$ cat src/rtl/phy_regfile_pkg.sv
package phy_regfile_pkg;
  typedef enum logic [3:0] {
    A_IDENT = 4'd0, A_CTRL = 4'd1, A_CAPS = 4'd2, A_SPEED = 4'd3,
    A_NODE  = 4'd4, A_EVT  = 4'd5, A_RSVD = 4'd6, A_PAGE  = 4'd7,
    A_WIN0  = 4'd8, A_WIN1 = 4'd9
  } reg_addr_e;

  localparam logic [2:0] PG_PORT  = 3'd0;
  localparam logic [2:0] PG_IDENT = 3'd1;

  localparam logic [7:0] CAPS_BYTE  = {3'd7, 5'd3};
  localparam logic [7:0] SPEED_BYTE = {3'b010, 1'b0, 4'd0};
  localparam logic [7:0] COMPLY_LVL = 8'h01;

  function automatic logic [7:0] id_byte(input logic [23:0] id, input int unsigned idx);
    return id[23-8*idx -: 8];
  endfunction
endpackage

$ cat src/rtl/phy_base_regs.sv
module phy_base_regs
  import phy_regfile_pkg::*;
(
  input  logic       clk_i,
  input  logic       rst_ni,
  input  logic       wr_en_i,
  input  logic [3:0] addr_i,
  input  logic [7:0] wdata_i,
  input  logic       cable_pwr_i,
  input  logic       loop_set_i,
  input  logic       timeout_set_i,
  input  logic       port_evt_i,
  input  logic       resume_any_i,
  output logic       ps_o,
  output logic       rhb_o,
  output logic       ibr_o,
  output logic [5:0] gap_o,
  output logic       link_active_o,
  output logic       contender_o,
  output logic [2:0] pwr_class_o,
  output logic       resume_int_o,
  output logic       isbr_o,
  output logic       loop_o,
  output logic       pwr_fail_o,
  output logic       timeout_o,
  output logic       port_event_o,
  output logic       accel_o,
  output logic       multi_o,
  output logic [2:0] page_o,
  output logic [3:0] port_sel_o
);
  logic wr_ctrl, wr_node, wr_evt, wr_page;
  logic pf_set, pe_set;

  assign wr_ctrl = wr_en_i && (addr_i == A_CTRL);
  assign wr_node = wr_en_i && (addr_i == A_NODE);
  assign wr_evt  = wr_en_i && (addr_i == A_EVT);
  assign wr_page = wr_en_i && (addr_i == A_PAGE);

  assign pf_set = ps_o && !cable_pwr_i;
  assign pe_set = port_evt_i || (resume_int_o && resume_any_i);

  always_ff @(posedge clk_i or negedge rst_ni) begin
    if (!rst_ni) begin
      ps_o          <= 1'b0;
      rhb_o         <= 1'b0;
      ibr_o         <= 1'b0;
      gap_o         <= 6'h3F;
      link_active_o <= 1'b1;
      contender_o   <= 1'b0;
      pwr_class_o   <= 3'd0;
      resume_int_o  <= 1'b0;
      isbr_o        <= 1'b0;
      loop_o        <= 1'b0;
      pwr_fail_o    <= 1'b0;
      timeout_o     <= 1'b0;
      port_event_o  <= 1'b0;
      accel_o       <= 1'b0;
      multi_o       <= 1'b0;
      page_o        <= 3'd0;
      port_sel_o    <= 4'd0;
    end else begin
      ps_o   <= cable_pwr_i;
      ibr_o  <= wr_ctrl && wdata_i[6];
      isbr_o <= wr_evt && wdata_i[6];
      if (wr_ctrl) begin
        rhb_o <= wdata_i[7];
        gap_o <= wdata_i[5:0];
      end
      if (wr_node) begin
        link_active_o <= wdata_i[7];
        contender_o   <= wdata_i[6];
        pwr_class_o   <= wdata_i[2:0];
      end
      if (wr_evt) begin
        resume_int_o <= wdata_i[7];
        accel_o      <= wdata_i[1];
        multi_o      <= wdata_i[0];
      end
      // set has priority over write-one-to-clear
      loop_o       <= (loop_o       && !(wr_evt && wdata_i[5])) || loop_set_i;
      pwr_fail_o   <= (pwr_fail_o   && !(wr_evt && wdata_i[4])) || pf_set;
      timeout_o    <= (timeout_o    && !(wr_evt && wdata_i[3])) || timeout_set_i;
      port_event_o <= (port_event_o && !(wr_evt && wdata_i[2])) || pe_set;
      if (wr_page) begin
        page_o     <= wdata_i[7:5];
        port_sel_o <= wdata_i[3:0];
      end
    end
  end
endmodule

$ cat src/rtl/phy_port_slot.sv
module phy_port_slot (
  input  logic clk_i,
  input  logic rst_ni,
  input  logic wr_stat_i,
  input  logic wr_ctrl_i,
  input  logic dis_bit_i,
  input  logic int_en_bit_i,
  input  logic fault_clr_bit_i,
  input  logic connected_i,
  input  logic bias_i,
  input  logic fault_set_i,
  output logic conn_o,
  output logic bias_o,
  output logic dis_o,
  output logic int_en_o,
  output logic fault_o,
  output logic event_o
);
  logic dis_d, fault_d;

  assign dis_d   = wr_stat_i ? dis_bit_i : dis_o;
  assign fault_d = (fault_o && !(wr_ctrl_i && fault_clr_bit_i)) || fault_set_i;
  assign event_o = int_en_o && ((connected_i ^ conn_o) || (bias_i ^ bias_o) ||
                                (dis_d ^ dis_o) || (fault_d ^ fault_o));

  always_ff @(posedge clk_i or negedge rst_ni) begin
    if (!rst_ni) begin
      conn_o   <= 1'b0;
      bias_o   <= 1'b0;
      dis_o    <= 1'b0;
      int_en_o <= 1'b0;
      fault_o  <= 1'b0;
    end else begin
      conn_o  <= connected_i;
      bias_o  <= bias_i;
      dis_o   <= dis_d;
      fault_o <= fault_d;
      if (wr_ctrl_i) int_en_o <= int_en_bit_i;
    end
  end
endmodule

$ cat src/rtl/phy_regfile.sv
module phy_regfile
  import phy_regfile_pkg::*;
#(
  parameter int unsigned NPORTS     = 3,
  parameter logic [23:0] VENDOR_ID  = 24'h123456,
  parameter logic [23:0] PRODUCT_ID = 24'hA55AC3
) (
  input  logic                  clk_i,
  input  logic                  rst_ni,
  input  logic                  wr_en_i,
  input  logic                  rd_en_i,
  input  logic [3:0]            addr_i,
  input  logic [7:0]            wdata_i,
  output logic [7:0]            rdata_o,
  output logic                  rvalid_o,
  input  logic [5:0]            node_id_i,
  input  logic                  is_root_i,
  input  logic                  cable_pwr_i,
  input  logic                  lps_i,
  input  logic                  loop_set_i,
  input  logic                  timeout_set_i,
  input  logic [2*NPORTS-1:0]   astat_i,
  input  logic [2*NPORTS-1:0]   bstat_i,
  input  logic [NPORTS-1:0]     child_i,
  input  logic [NPORTS-1:0]     connected_i,
  input  logic [NPORTS-1:0]     bias_i,
  input  logic [3*NPORTS-1:0]   nspeed_i,
  input  logic [NPORTS-1:0]     fault_set_i,
  input  logic [NPORTS-1:0]     resume_start_i,
  output logic                  ibr_o,
  output logic                  isbr_o,
  output logic                  root_hold_o,
  output logic [5:0]            gap_count_o,
  output logic                  link_bit_o,
  output logic                  contender_o,
  output logic [2:0]            pwr_class_o,
  output logic                  enab_accel_o,
  output logic                  enab_multi_o,
  output logic [NPORTS-1:0]     port_disable_o,
  output logic                  port_event_o
);
  logic       ps_q, link_active, resume_int, loop_q, pwr_fail_q, timeout_q;
  logic [2:0] page_q;
  logic [3:0] port_sel_q;
  logic [NPORTS-1:0] conn_v, bias_v, int_en_v, fault_v, slot_evt;
  logic       port_evt_set;
  logic [7:0] rd_mux;

  assign port_evt_set = (|slot_evt) || (resume_int && (|resume_start_i));

  phy_base_regs u_base (
    .clk_i, .rst_ni, .wr_en_i, .addr_i, .wdata_i, .cable_pwr_i,
    .loop_set_i, .timeout_set_i,
    .port_evt_i    (|slot_evt),
    .resume_any_i  (|resume_start_i),
    .ps_o          (ps_q),
    .rhb_o         (root_hold_o),
    .ibr_o         (ibr_o),
    .gap_o         (gap_count_o),
    .link_active_o (link_active),
    .contender_o   (contender_o),
    .pwr_class_o   (pwr_class_o),
    .resume_int_o  (resume_int),
    .isbr_o        (isbr_o),
    .loop_o        (loop_q),
    .pwr_fail_o    (pwr_fail_q),
    .timeout_o     (timeout_q),
    .port_event_o  (port_event_o),
    .accel_o       (enab_accel_o),
    .multi_o       (enab_multi_o),
    .page_o        (page_q),
    .port_sel_o    (port_sel_q)
  );

  for (genvar p = 0; p < NPORTS; p++) begin : g_slot
    logic sel;
    assign sel = wr_en_i && (page_q == PG_PORT) && (port_sel_q == 4'(p));
    phy_port_slot u_slot (
      .clk_i, .rst_ni,
      .wr_stat_i       (sel && (addr_i == A_WIN0)),
      .wr_ctrl_i       (sel && (addr_i == A_WIN1)),
      .dis_bit_i       (wdata_i[0]),
      .int_en_bit_i    (wdata_i[4]),
      .fault_clr_bit_i (wdata_i[3]),
      .connected_i     (connected_i[p]),
      .bias_i          (bias_i[p]),
      .fault_set_i     (fault_set_i[p]),
      .conn_o          (conn_v[p]),
      .bias_o          (bias_v[p]),
      .dis_o           (port_disable_o[p]),
      .int_en_o        (int_en_v[p]),
      .fault_o         (fault_v[p]),
      .event_o         (slot_evt[p])
    );
  end

  assign link_bit_o = link_active && lps_i;

  always_comb begin
    rd_mux = 8'h00;
    unique case (addr_i)
      A_IDENT: rd_mux = {node_id_i, is_root_i, ps_q};
      A_CTRL:  rd_mux = {root_hold_o, ibr_o, gap_count_o};
      A_CAPS:  rd_mux = CAPS_BYTE;
      A_SPEED: rd_mux = SPEED_BYTE;
      A_NODE:  rd_mux = {link_active, contender_o, 3'd0, pwr_class_o};
      A_EVT:   rd_mux = {resume_int, isbr_o, loop_q, pwr_fail_q, timeout_q,
                         port_event_o, enab_accel_o, enab_multi_o};
      A_RSVD:  rd_mux = 8'h00;
      A_PAGE:  rd_mux = {page_q, 1'b0, port_sel_q};
      default: begin
        if (page_q == PG_IDENT) begin
          case (addr_i)
            4'd8:  rd_mux = COMPLY_LVL;
            4'd10: rd_mux = id_byte(VENDOR_ID, 0);
            4'd11: rd_mux = id_byte(VENDOR_ID, 1);
            4'd12: rd_mux = id_byte(VENDOR_ID, 2);
            4'd13: rd_mux = id_byte(PRODUCT_ID, 0);
            4'd14: rd_mux = id_byte(PRODUCT_ID, 1);
            4'd15: rd_mux = id_byte(PRODUCT_ID, 2);
            default: rd_mux = 8'h00;
          endcase
        end else if (page_q == PG_PORT) begin
          for (int p = 0; p < NPORTS; p++) begin
            if (port_sel_q == 4'(p)) begin
              if (addr_i == A_WIN0)
                rd_mux = {astat_i[2*p +: 2], bstat_i[2*p +: 2], child_i[p],
                          conn_v[p], bias_v[p], port_disable_o[p]};
              else if (addr_i == A_WIN1)
                rd_mux = {nspeed_i[3*p +: 3], int_en_v[p], fault_v[p], 3'd0};
            end
          end
        end
      end
    endcase
  end

  always_ff @(posedge clk_i or negedge rst_ni) begin
    if (!rst_ni) begin
      rvalid_o <= 1'b0;
      rdata_o  <= 8'h00;
    end else begin
      rvalid_o <= rd_en_i;
      if (rd_en_i) rdata_o <= rd_mux;
    end
  end
endmodule

$ cat config.mk
export PLATFORM = sky130hd
export DESIGN_NAME = phy_regfile
export DESIGN_NICKNAME = d
export VERILOG_FILES = /design/src/rtl/phy_regfile_pkg.sv /design/src/rtl/phy_base_regs.sv /design/src/rtl/phy_port_slot.sv /design/src/rtl/phy_regfile.sv
export SDC_FILE = /design/constraint.sdc
export NUM_CORES = 1
export LEC_CHECK = 0
export ABC_AREA = 0
export BUFFER_PORTS_ARGS = -buffer_cell sky130_fd_sc_hd__buf_2
export CAP_MARGIN = 20
export CORE_ASPECT_RATIO = 1.75
export CORE_MARGIN = 3
export CORE_UTILIZATION = 47
export DETAILED_ROUTE_END_ITERATION = 10
export MAX_ROUTING_LAYER = met4
export PLACE_DENSITY = 0.79
export SYNTH_ARGS = -nofsm -noshare
export SYNTH_HDL_FRONTEND = slang
export SYNTH_SLANG_ARGS = --single-unit
$ cat constraint.sdc
create_clock -name clk_i -period 1.74 [get_ports clk_i]
set_input_delay 0.174 -clock clk_i [delete_from_list [all_inputs] [get_ports clk_i]]
set_output_delay 0.174 -clock clk_i [all_outputs]
set_load 0.03 [all_outputs]
Word level (Yosys, flattened, before mapping). Index checks and enable logic that the tools add are counted.

Bitwise operators: 12. Reduce and logical (&&, ||, !) cells: 66. Eq/ne operators: 18. Mux-type cells: 16.

Operator list (count): $mux 8 (11); $pmux 8 s8 (1); $pmux 8 s7 (1); $logic_and 1x1->1 (36); $eq 4x4->1 const B (8); $logic_or 1x1->1 (17); $eq 4x3->1 const B (4); $eq 4x2->1 const B (3); $xor 1x1->1 (12); $eq 4x1->1 const B (2); $logic_not 1->1 (8); $logic_not 4->1 (2); $reduce_or 3->1 (2); $eq 3x1->1 const B (1); $logic_not 3->1 (1); $mux 1 (3).

Logic and storage cells: 146. Input bits: 63. Output and inout port bits: 29. Register bits: 53.

Depth between registers and ports, before layout. Gate-level depths: netlist (run 1).

Depth in word-level cells: 14. Mapped depth: 8.

By module. From an unflattened synthesis (run 1), not the netlist that was laid out.

Cell total of the unflattened synthesis: 298. Area, all modules: 3225.6 um^2.

By module, submodules not included: phy_regfile (seq. area each 225.2 um^2, times used 1, cells an instance 169, area an instance 1407.6 um^2); phy_base_regs (seq. area each 734.5 um^2, times used 1, cells an instance 75, area an instance 1172.4 um^2); phy_port_slot (seq. area each 125.1 um^2, times used 3, cells an instance 18, area an instance 215.2 um^2).

Worst setup path after synthesis (run 1). Ideal clock, no wire load.

Kind: reg-to-reg. Start point: register u_base.page_o[2]. End point: register u_base.port_event_o. Setup slack: 0.015 ns. Setup time: 0.126 ns. Arrival: 1.599 ns. Path buffers: 1. Stages on the path, launching flop included: 7. Period minus slack after synthesis: 1.725 ns. Path through: dfrtp_1 -> nor3_2 -> and3_1 -> clkbuf_1 -> a311o_1 -> a221o_1 -> a221o_1.

Word-level cells in the longest chain between the ends: 14. Elaborated cells on any way between the ends: 44.

RTL lines: from (decl) (RTL line phy_base_regs.sv:29) `output logic [2:0] page_o,`; from (signal assigned) (RTL line phy_base_regs.sv:86) `page_o <= wdata_i[7:5];`; $logic_not 3->1 * (RTL line phy_regfile.sv:77) `assign sel = wr_en_i && (page_q == PG_PORT) && (port_sel_q == 4'(p));`; $logic_and 1x1->1 * (RTL line phy_regfile.sv:77); $logic_and 1x1->1 (RTL line phy_regfile.sv:77); $logic_and 1x1->1 (RTL line phy_regfile.sv:81) `.wr_ctrl_i (sel && (addr_i == A_WIN1)),`; $logic_and 1x1->1 (RTL line phy_port_slot.sv:22) `assign fault_d = (fault_o && !(wr_ctrl_i && fault_clr_bit_i)) || fault_set_i;`; $logic_not 1->1 (RTL line phy_port_slot.sv:22); $logic_and 1x1->1 (RTL line phy_port_slot.sv:22); $logic_or 1x1->1 (RTL line phy_port_slot.sv:22); $xor 1x1->1 (RTL line phy_port_slot.sv:24) `(dis_d ^ dis_o) || (fault_d ^ fault_o));`; $logic_or 1x1->1 (RTL line phy_port_slot.sv:24); $logic_and 1x1->1 (RTL line phy_port_slot.sv:23) `assign event_o = int_en_o && ((connected_i ^ conn_o) || (bias_i ^ bias_o) ||`; $reduce_or 3->1 * (RTL line phy_regfile.sv:54) `.port_evt_i (|slot_evt),`; $logic_or 1x1->1 * (RTL line phy_base_regs.sv:41) `assign pe_set = port_evt_i || (resume_int_o && resume_any_i);`; $logic_or 1x1->1 * (RTL line phy_base_regs.sv:84) `port_event_o <= (port_event_o && !(wr_evt && wdata_i[2])) || pe_set;`; to (signal assigned) (RTL line phy_base_regs.sv:84); to (decl) (RTL line phy_base_regs.sv:26) `output logic port_event_o,`.

Every way passes the cells marked *; elsewhere a longest branch is shown, timed or not. A chain may end at the register's enable or synchronous reset.

Worst setup path after layout (run 1).
Start point: register u_base.port_sel_o[0]. End point: register rdata_o[0].

Word-level cells in the longest chain between the ends: 11. Elaborated cells on any way between the ends: 13.

RTL lines: from (decl) (RTL line phy_base_regs.sv:30) `output logic [3:0] port_sel_o`; from (signal assigned) (RTL line phy_base_regs.sv:87) `port_sel_o <= wdata_i[3:0];`; $logic_not 4->1 (RTL line phy_regfile.sv:125) `if (port_sel_q == 4'(p)) begin`; $mux 8 (RTL line phy_regfile.sv:125); $mux 8 (RTL line phy_regfile.sv:129) `else if (addr_i == A_WIN1)`; $mux 8 (RTL line phy_regfile.sv:126) `if (addr_i == A_WIN0)`; $mux 8 (RTL line phy_regfile.sv:125); $mux 8 (RTL line phy_regfile.sv:129); $mux 8 (RTL line phy_regfile.sv:126); $mux 8 (RTL line phy_regfile.sv:125); $mux 8 (RTL line phy_regfile.sv:123) `end else if (page_q == PG_PORT) begin`; $mux 8 (RTL line phy_regfile.sv:112) `if (page_q == PG_IDENT) begin`; $pmux 8 s8 * (RTL line phy_regfile.sv:101) `unique case (addr_i)`; to (signal assigned) (RTL line phy_regfile.sv:144) `if (rd_en_i) rdata_o <= rd_mux;`; to (decl) (RTL line phy_regfile.sv:14) `output logic [7:0] rdata_o,`.

Marks and branches as above.

==> impl_metrics.env, run 1 <==
export IMPL_layout_drive_gt1_share_pct=46.1
export IMPL_vdd_ir_drop_worst_mv=0.917
export IMPL_synth_ff_type="sky130_fd_sc_hd__dfrtp_1"
export IMPL_drt_first_pass_iters=4
export IMPL_least_margin_pin_slew_ns=0.461
export IMPL_ys_ff_latch=53
export IMPL_max_cap_viol_count=0
export IMPL_synth_async_reset_ratio_pct=100
export IMPL_timing_max_transition_violations_final=0
export IMPL_start_util_pct=48.7
export IMPL_worst_setup_path_end_kind="register"
export IMPL_synth_common_cells="sky130_fd_sc_hd__dfrtp_1, sky130_fd_sc_hd__mux2_2, sky130_fd_sc_hd__nand2_1"
export IMPL_vias_in_the_first_global_route=3277
export IMPL_max_slew_margin_rel_pct=69.0
export IMPL_fillers=566
export IMPL_placement_rows=39
export IMPL_critical_path_required_ns=1.93
export IMPL_numCtsBuffers=5
export IMPL_ff2ff_setup_slack_ns=0.05
export IMPL_cts_htree_levels=2
export IMPL_finalWirelength_um=9920
export IMPL_hold_path_class="in2reg"
export IMPL_clk_transition_reported_paths_ns=0.07
export IMPL_critical_path_slowest_cell="sky130_fd_sc_hd__dfrtp_2"
export IMPL_dpl_hpwl_um=7980
export IMPL_die_h_um=115
export IMPL_post_drt_antenna_nets=0
export IMPL_floorplan_core_area_um2=6540
export IMPL_syn_cell_area_um2=3180
export IMPL_syn_instance_count=315
export IMPL_tritoncts="done"
export IMPL_synth_cell_type_count=57
export IMPL_place_worst_setup_slack_ns=-0.0512
export IMPL_hold_violations=0
export IMPL_drc=0
export IMPL_cpPeakStageDelay_ns=0.46
export IMPL_utilization_pct=64.9
export IMPL_crit_type="reg2reg"
export IMPL_grt_max_degree=22
export IMPL_cts_sinks=53
export IMPL_report_final_setup_viol=0
export IMPL_critical_path_arrival_ns=1.87
export IMPL_antenna_found_initial=0
export IMPL_timing_critical_path_cells="buf_4 -> nor2b_1 -> and2_1 -> o21ai_0 -> nand3_1 -> o22a_1"
export IMPL_final_period_utilization_pct=96.8
export IMPL_num_vias=3033
export IMPL_worst_skew_pair_late_latency_ns=0.29
export IMPL_viasPerCell=5.73
export IMPL_postLayoutCellArea_um2=4250
export IMPL_clock_fmax_ghz=0.593
export IMPL_floorplan_die_area_um2=7840
export IMPL_gpl_final_weighted_congestion=0.947
export IMPL_power_per_cell_area_nw_per_um2=926
export IMPL_syn_num_nets=378
export IMPL_main_area_contributors_after_synthesis="sky130_fd_sc_hd__dfrtp_1, sky130_fd_sc_hd__mux2_2, sky130_fd_sc_hd__dfstp_2"
export IMPL_wire_length_of_the_first_global_routing_pass_um=16100
export IMPL_synth_top_area_cell="sky130_fd_sc_hd__dfrtp_1"
export IMPL_run_status="finished, final reports clean"
export IMPL_maximum_fanout_encountered_on_the_critical_timing_path=6
export IMPL_antenna_cells=0
export IMPL_top_area_cell_type_share_of_the_netlist_area_pct=36.1
export IMPL_dpl_instance_area_um2=4030
export IMPL_critical_path_startpoint_type="register"
export IMPL_wire_per_inst_um=18.7
export IMPL_p_leak_nw=1.93
export IMPL_rsz0062_at_grt="yes"
export IMPL_cts_root_buf="sky130_fd_sc_hd__clkbuf_16"
export IMPL_avgSynthCellArea_um2=10.1
export IMPL_setup_tns_final_ns=0
export IMPL_clock_path_buffers=2
export IMPL_skew_final_ns=0.00588
export IMPL_syn_to_layout_area_delta_pct=33.4
export IMPL_drtIter0Drc=256
export IMPL_grt_total_usage_pct=28.5
export IMPL_period_needed_ns=1.69
export IMPL_layout_setup_ws_ns=0.0549
export IMPL_nNetsFinal=509
export IMPL_buffer_ports_inserted=91
export IMPL_design_portCount=92
export IMPL_part_of_the_yosys_area_used_for_sequential_elements_pct=41.9
export IMPL_synth_enable_flop_cells=0
export IMPL_post_synth_top_count_cell="sky130_fd_sc_hd__dfrtp_1"
export IMPL_chipWidth_um=68.2
export IMPL_globalRoute_totalOverflow=0
export IMPL_synth_warnings=0
per-stage QoR:
stage / power, mW / hold WS [ns] / cells
after floorplan: 2.35 / -0.122 / 315
after global placement: 2.90 / 0.130 / 518
after detailed placement: 2.92 / 0.142 / 518
after CTS: 3.90 / 0.00202 / 527
after global routing: 4.12 / 0.00715 / 529
final: 3.93 / 0.00811 / 529
power by group:
part           leakage, nW  total, mW  internal (mW)  switching [mW]
logic                 1.25       1.34          0.594           0.744
clock network       0.0641      0.978          0.536           0.442
registers            0.615       1.62           1.43           0.181
total                 1.93       3.93           2.56            1.37
final cells by class:
class,instances,area (µm²),share of cell area (%)
clock buffer,7,133,3.12
multi-input combinational,228,1730,40.8
clock inverter,1,7.51,0.177
tap,82,103,2.42
inverter,9,33.8,0.796
sequential,53,1340,31.6
timing repair buffer,149,896,21.1
registers in the layout, indices dropped and copies added, names as in the netlist, 3 cells and up:
signal	count
g_slot.u_slot.dis_o	3
u_base.pwr_class_o	3
rdata_o	8
g_slot.u_slot.int_en_o	3
u_base.page_o	3
u_base.port_sel_o	4
u_base.gap_o	6
g_slot.u_slot.fault_o	3
g_slot.u_slot.conn_o	3
g_slot.u_slot.bias_o	3
placed cells by master (no fill, tap or decap), drive strengths merged, types with 9 or more instances in the layout:
cell type,Yosys,final
a21oi,11,11
buf,16,147
dfrtp,46,46
inv,9,9
mux2,27,27
mux2i,12,12
nand2,27,27
nand3,10,10
nor2,15,15
o21ai,16,16
worst max-delay path: cells and delay by family (launching register included):
family,cells,cell delay [ns]
flops,1,0.46
buf+inv,1,0.18
compound gates,2,0.44
simple gates,3,0.51
timing repair:
| action | 4_1_cts | 5_1_grt |
|---|---|---|
| endpoints found under the setup margin | 3 | 7 |
| gates resized for setup | 3 | 11 |
| pin swaps | 1 | 8 |
| setup buffers | 0 | 1 |
| hold buffers | 1 | 1 |
| endpoints found under the hold margin | 12 | 1 |
path summary, 6_finish.rpt:
kind,start,end,cells past startpoint
setup reg to reg,u_base.port_sel_o[0]$_DFFE_PN0P_,rdata_o[0]$_DFFE_PN0P_,6
hold / removal,bias_i[2],g_slot[2].u_slot.bias_o$_DFF_PN0_,1
hold reg to reg,rdata_o[5]$_DFFE_PN0P_,rdata_o[5]$_DFFE_PN0P_,1
max in group asynchronous,rst_ni,u_base.port_sel_o[1]$_DFFE_PN0P_,3
setup / recovery,u_base.port_sel_o[0]$_DFFE_PN0P_,rdata_o[0]$_DFFE_PN0P_,6
min in group asynchronous,rst_ni,u_base.rhb_o$_DFFE_PN0P_,2
layer usage:
| layer | up-vias | GRT usage, % | share of wire, % |
|---|---|---|---|
| li1 | 1435 | - | - |
| met1 | 1451 | 32.2 | 38 |
| met2 | 113 | 48.7 | 54 |
| met3 | 34 | 4.30 | 4.6 |
| met4 | 0 | 11.6 | 4.1 |
| met5 | - | - | 0 |
cells by family after synthesis:
family	count (synthesis)	share of synthesized area (%)
AO/OA/AOI/OAI	78	17.3
XOR/XNOR	10	2.75
adder cells (fa/ha/maj)	1	0.314
buffers and inverters	34	4.99
flip-flops	53	41.9
multiplexers	41	14.7
AND/OR/NAND/NOR	98	18.0
Note: power is estimated with default switching activity, not from simulation.
==> inputs of run 2 (changes only) <==
Settings changed: SETUP_SLACK_MARGIN set to 0.4.
==> impl_metrics.env, run 2 (synthesis gave the netlist of run 1 again) <==
export IMPL_crit_type="reg2reg"
export IMPL_fillers=451
export IMPL_top_regs="rdata_o: 8 flops, u_base.gap_o: 6 flops, u_base.port_sel_o: 4 flops"
export IMPL_globalRoute_totalOverflow=0
export IMPL_finalWirelength_um=12300
export IMPL_maximum_fanout_encountered_on_the_critical_timing_path=6
export IMPL_least_margin_pin_slew_ns=0.676
export IMPL_hold_violations=0
export IMPL_buffer_ports_inserted=91
export IMPL_top_register="rdata_o"
export IMPL_post_drt_antenna_nets=0
export IMPL_final_period_utilization_pct=103
export IMPL_vias_in_the_first_global_route=3515
export IMPL_worst_skew_pair_late_latency_ns=0.30
export IMPL_wire_length_of_the_first_global_routing_pass_um=17500
export IMPL_critical_path_arrival_ns=1.98
export IMPL_power_per_cell_area_nw_per_um2=941
export IMPL_wire_per_inst_um=22.6
export IMPL_period_needed_ns=1.79
export IMPL_timing_max_transition_violations_final=0
export IMPL_chipWidth_um=68.2
export IMPL_max_slew_margin_rel_pct=54.6
export IMPL_largest_register_ffs=8
export IMPL_p_leak_nw=2.16
export IMPL_critical_path_required_ns=1.93
export IMPL_dpl_instance_area_um2=4050
export IMPL_tritoncts="done"
export IMPL_grt_total_usage_pct=31.4
export IMPL_drtIter0Drc=450
export IMPL_max_cap_viol_count=0
export IMPL_nNetsFinal=524
export IMPL_rr_worst_depth=6
export IMPL_postLayoutCellArea_um2=4740
export IMPL_antenna_found_initial=0
export IMPL_gpl_final_weighted_congestion=0.949
export IMPL_run_status="finished with violations"
export IMPL_layout_setup_ws_ns=-0.0501
export IMPL_mostFrequentLayoutCells="sky130_fd_sc_hd__buf_2, sky130_fd_sc_hd__buf_4, sky130_fd_sc_hd__dfrtp_1, sky130_fd_sc_hd__mux2_2, sky130_fd_sc_hd__nand2_1"
export IMPL_clk_transition_reported_paths_ns=0.07
export IMPL_report_final_setup_viol=3
export IMPL_drc=0
export IMPL_utilization_pct=72.5
export IMPL_start_util_pct=48.7
export IMPL_floorplan_die_area_um2=7840
export IMPL_skew_final_ns=0.00762
export IMPL_floorplan_core_area_um2=6540
export IMPL_grt_max_degree=38
export IMPL_minimum_hold_slack_ns=0.00394
export IMPL_final_common_cell="sky130_fd_sc_hd__buf_2"
export IMPL_cts_root_buf="sky130_fd_sc_hd__clkbuf_16"
export IMPL_drt_first_pass_iters=6
export IMPL_hold_path_class="in2reg"
export IMPL_cts_sinks=53
export IMPL_die_h_um=115
export IMPL_numCtsBuffers=5
export IMPL_rsz0062_at_grt="yes"
export IMPL_timing_hold_worst_path_depth=1
export IMPL_syn_to_layout_area_delta_pct=48.8
export IMPL_layout_drive_gt1_share_pct=55.4
export IMPL_dpl_hpwl_um=7840
export IMPL_worst_setup_path_end_kind="register"
export IMPL_critical_path_startpoint_type="register"
export IMPL_placement_rows=39
export IMPL_clock_path_buffers=2
export IMPL_cts_htree_levels=2
export IMPL_viasPerCell=6.36
export IMPL_antenna_cells=0
export IMPL_clock_fmax_ghz=0.559
export IMPL_vdd_ir_drop_worst_mv=1.03
export IMPL_violations="negative setup slack"
export IMPL_num_vias=3460
export IMPL_design_portCount=92
[run 2: changes by cell type in the layout (fill, tap and decap cells not counted), sizes merged]
| cell | previous run | this run |
|---|---|---|
| clkinv | 0 | 1 |
| clkbuf | 7 | 6 |
| buf | 147 | 160 |
| inv | 9 | 10 |
| dlygate4sd3 | 2 | 4 |
| clkinvlp | 1 | 0 |
[run 2: critical path, stage by stage, from the launching register on]
cell,delay [ns]
sky130_fd_sc_hd__dfrtp_1,0.42
sky130_fd_sc_hd__buf_6,0.14
sky130_fd_sc_hd__nor4b_4,0.52
sky130_fd_sc_hd__nor2b_1,0.10
sky130_fd_sc_hd__a211o_1,0.27
sky130_fd_sc_hd__a21oi_2,0.15
sky130_fd_sc_hd__o2bb2ai_1,0.08
[run 2: area by class of cell]
class	count	area [µm²]	area share (%)
timing repair buffer	164	1130	23.8
multi-input combinational	228	1990	42.0
inverter	9	33.8	0.713
sequential	53	1340	28.3
tap	82	103	2.16
clock inverter	2	13.8	0.290
clock buffer	6	129	2.72
[run 2: where the power goes]
group	internal, mW	switching [mW]
sequential	1.43	0.159
combinational	0.862	1.01
clock	0.538	0.464
[run 2: path summary, 6_finish.rpt]
path / start / end / slack (ns)
worst max-delay path: u_base.port_sel_o[3]$_DFFE_PN0P_ / rdata_o[5]$_DFFE_PN0P_ / -0.05
worst min-delay path: bias_i[0] / g_slot[0].u_slot.bias_o$_DFF_PN0_ / 0.004
worst max register to register: u_base.port_sel_o[3]$_DFFE_PN0P_ / rdata_o[5]$_DFFE_PN0P_ / -0.05
worst min register to register: u_base.loop_o$_DFF_PN0_ / u_base.loop_o$_DFF_PN0_ / 0.48
max in group asynchronous: rst_ni / u_base.gap_o[1]$_DFFE_PN1P_ / 0.77
min in group asynchronous: rst_ni / rdata_o[4]$_DFFE_PN0P_ / 0.36
[run 2: metal layers]
layer / vias up / wire length (µm) / global-route usage, %
met2: 239 / 6220 / 50.5
li1: 1466 / - / -
met3: 88 / 963 / 5.67
met1: 1667 / 4130 / 32.9
met5: - / 0 / -
met4: 0 / 985 / 23.9
[run 2: stage by stage]
step / TNS (ns) / std cells / total power, mW / setup WS, ns
2_1_floorplan: 0 / 315 / 2.45 / 0.0279
3_5_place_dp: 0 / 507 / 2.98 / 0.000178
6_report: -0.146 / 544 / 4.46 / -0.0501
4_1_cts: 0 / 539 / 4.26 / 0.0574
5_1_grt: -0.752 / 544 / 4.61 / -0.187
3_3_place_gp: 0 / 507 / 2.94 / 0.0723
[run 2: timing repair]
item | CTS | global route
resized for setup | 35 | 37
endpoints found under the setup margin | 18 | 28
setup buffers | 21 | 3
gates cloned | 1 | 0
hold buffers | 2 | 2
hold endpoints to repair | 17 | 2
pin swaps | 19 | 30
==> inputs of run 3 (changes only) <==
Settings changed: CORE_UTILIZATION 47 to 45, PLACE_DENSITY 0.79 to 0.77.
==> impl_metrics.env, run 3 (synthesis gave the netlist of run 1 again) <==
export IMPL_cells_after_dpl=509
export IMPL_cpPeakStageDelay_ns=0.38
export IMPL_r2r_end="rdata_o[7]$_DFFE_PN0P_"
export IMPL_crit_type="reg2reg"
export IMPL_antenna_found_initial=0
export IMPL_clock_path_buffers=2
export IMPL_period_needed_ns=1.79
export IMPL_cts_sinks=53
export IMPL_p_leak_nw=1.99
export IMPL_placement_rows=40
export IMPL_cp_endpoint="rdata_o[7]$_DFFE_PN0P_"
export IMPL_rsz0062_at_grt="yes"
export IMPL_num_vias=3091
export IMPL_postLayoutCellArea_um2=4460
export IMPL_run_status="finished with violations"
export IMPL_top_register="rdata_o"
export IMPL_fillers=545
export IMPL_numCtsBuffers=5
export IMPL_critical_path_cell_count=7
export IMPL_start_util_pct=46.4
export IMPL_chipWidth_um=69.6
export IMPL_hold_violations=0
export IMPL_critical_path_arrival_ns=1.97
export IMPL_final_period_utilization_pct=103
export IMPL_violations="negative setup slack"
export IMPL_crit_buf_inv=2
export IMPL_max_slew_margin_rel_pct=68.8
export IMPL_drc=0
export IMPL_power_switching_share_pct=34.9
export IMPL_die_h_um=117
export IMPL_met1Wirelength_um=3950
export IMPL_worst_setup_path_end_kind="register"
export IMPL_wl_met2_um=5480
export IMPL_tritoncts="done"
export IMPL_drtIter0Drc=269
export IMPL_final_common_cell="sky130_fd_sc_hd__buf_2"
export IMPL_crit_start="u_base.page_o[0]$_DFFE_PN0P_"
export IMPL_power_combinational_fraction_pct=37.4
export IMPL_timing_critical_path_cells="nor3b_1 -> buf_4 -> and3_4 -> a221o_1 -> a2111oi_4 -> buf_4 -> o22ai_1"
export IMPL_hold_path_class="in2reg"
export IMPL_dpl_hpwl_um=7680
export IMPL_finalWirelength_um=10400
export IMPL_worst_skew_pair_late_latency_ns=0.30
export IMPL_final_cells=530
export IMPL_critical_path_slowest_cell="sky130_fd_sc_hd__dfrtp_1"
export IMPL_floorplan_core_area_um2=6860
export IMPL_floorplan_die_area_um2=8160
export IMPL_vias_in_the_first_global_route=3207
export IMPL_net_switching_power_mw=1.48
export IMPL_nNetsFinal=508
export IMPL_wire_length_of_the_first_global_routing_pass_um=15900
export IMPL_viasPerCell=5.83
export IMPL_report_final_setup_viol=2
export IMPL_syn_to_layout_area_delta_pct=40.0
export IMPL_antenna_cells=0
export IMPL_internal_power_mw=2.76
export IMPL_power_per_cell_area_nw_per_um2=950
export IMPL_grt_max_degree=54
export IMPL_dpl_instance_area_um2=4040
export IMPL_globalRoute_totalOverflow=0
export IMPL_drt_first_pass_iters=4
export IMPL_power_frac_seq_pct=37.3
export IMPL_cts_htree_levels=2
export IMPL_detailroute_wirelength_met3_um=474
export IMPL_clk_transition_reported_paths_ns=0.07
export IMPL_rr_worst_depth=7
export IMPL_layout_setup_ws_ns=-0.0537
export IMPL_fin_total_pwr_mw=4.23
export IMPL_max_cap_viol_count=0
export IMPL_maximum_fanout_encountered_on_the_critical_timing_path=2
export IMPL_mostFrequentLayoutCells="sky130_fd_sc_hd__buf_2, sky130_fd_sc_hd__buf_4, sky130_fd_sc_hd__dfrtp_1, sky130_fd_sc_hd__mux2_2, sky130_fd_sc_hd__nand2_1"
export IMPL_top_regs="rdata_o: 8 flops, u_base.gap_o: 6 flops, u_base.port_sel_o: 4 flops"
export IMPL_critical_path_startpoint_type="register"
export IMPL_least_margin_pin_slew_ns=0.463
export IMPL_vdd_ir_drop_worst_mv=0.765
export IMPL_timing_max_transition_violations_final=0
export IMPL_crit_top_cell="sky130_fd_sc_hd__buf_4"
export IMPL_wire_per_inst_um=19.5
export IMPL_layout_drive_gt1_share_pct=50.9
export IMPL_critical_path_required_ns=1.92
export IMPL_ff2ff_setup_slack_ns=-0.05
export IMPL_place_worst_setup_slack_ns=-0.108
export IMPL_cts_root_buf="sky130_fd_sc_hd__clkbuf_16"
export IMPL_post_drt_antenna_nets=0
export IMPL_design_portCount=92
export IMPL_setup_tns_final_ns=-0.0981
export IMPL_largest_register_ffs=8
export IMPL_skew_final_ns=0.00721
export IMPL_cpLargestDelayFamily="compound AO/OA/AOI/OAI gates"
export IMPL_gpl_final_weighted_congestion=0.924
export IMPL_power_share_clock_pct=25.3
export IMPL_buffer_ports_inserted=91
export IMPL_dr_max_layer_used="met4"
export IMPL_grt_total_usage_pct=26.0
export IMPL_critical_path_reg2reg_startpoint="u_base.page_o[0]$_DFFE_PN0P_"
export IMPL_clock_fmax_ghz=0.557
## run 3: cell count changes in the layout (fill, tap and decap cells not counted), moves of 3 or more
cell	previous run	this run
sky130_fd_sc_hd__a21oi_2	5	1
sky130_fd_sc_hd__nand2_2	5	2
sky130_fd_sc_hd__o21ai_1	1	4
sky130_fd_sc_hd__a21oi_1	6	10
sky130_fd_sc_hd__nand2_1	19	25
sky130_fd_sc_hd__mux2_4	4	0
sky130_fd_sc_hd__mux2_2	23	27
sky130_fd_sc_hd__nand2_4	3	0
sky130_fd_sc_hd__buf_6	15	6
sky130_fd_sc_hd__buf_4	51	47
## run 3: timing repair
item                       in CTS  in global routing
gates cloned                    1                  0
resized for setup              22                 15
hold endpoints to repair       47                  0
pin swaps                      15                  9
buffers inserted                8                  2
setup endpoints to repair      22                 29
hold buffers                    2                  0
## run 3: through the flow
stage               hold WS (ns)  util, %
floorplan                 -0.122        -
global placement           0.184     58.9
detailed placement         0.195     58.9
CTS                      0.00367     64.1
global route            0.000768     65.0
finish                   0.00812     65.0
## run 3: power by group through the flow
| stage | registers, mW | logic, mW | clock network, mW |
|---|---|---|---|
| after global placement | 1.58 | 1.38 | 0 |
| after floorplan | 1.76 | 0.690 | 0 |
| after detailed placement | 1.59 | 1.40 | 0 |
| final | 1.58 | 1.58 | 1.07 |
| after global routing | 1.60 | 1.68 | 1.14 |
| after CTS | 1.57 | 1.52 | 1.09 |
## run 3: worst reg2reg max path, cell delays in order (launching register included)
cell and delay (ns):
sky130_fd_sc_hd__dfrtp_1 0.38, sky130_fd_sc_hd__nor3b_1 0.13, sky130_fd_sc_hd__buf_4 0.13, sky130_fd_sc_hd__and3_4 0.17, sky130_fd_sc_hd__a221o_1 0.38, sky130_fd_sc_hd__a2111oi_4 0.24, sky130_fd_sc_hd__buf_4 0.17, sky130_fd_sc_hd__o22ai_1 0.06
## run 3: worst min path at each step
| stage | from | endpoint | cells after the start |
|---|---|---|---|
| 5_1_grt | bias_i[2] | g_slot[2].u_slot.bias_o$_DFF_PN0_ | 1 |
| 3_5_place_dp | rst_ni | u_base.isbr_o$_DFF_PN0_ | 2 |
| 4_1_cts | connected_i[0] | g_slot[0].u_slot.conn_o$_DFF_PN0_ | 1 |
| 6_report | bias_i[2] | g_slot[2].u_slot.bias_o$_DFF_PN0_ | 1 |
| 3_3_place_gp | rst_ni | u_base.contender_o$_DFFE_PN0P_ | 2 |
| 2_1_floorplan | rst_ni | g_slot[0].u_slot.bias_o$_DFF_PN0_ | 0 |
## run 3: area by class of cell
class	count	area [µm²]	area share, %
tap	84	105	2.36
inverter	9	33.8	0.758
multi-input combinational	228	1880	42.1
clock inverter	1	8.76	0.197
sequential	53	1340	30.1
timing repair buffer	148	938	21.1
clock buffer	7	153	3.43
## run 3: layer usage
metal  vias up  track usage (%)
met1      1502             28.5
met5         -                -
li1       1431                -
met2       123             45.1
met3        35             4.36
met4         0             14.0
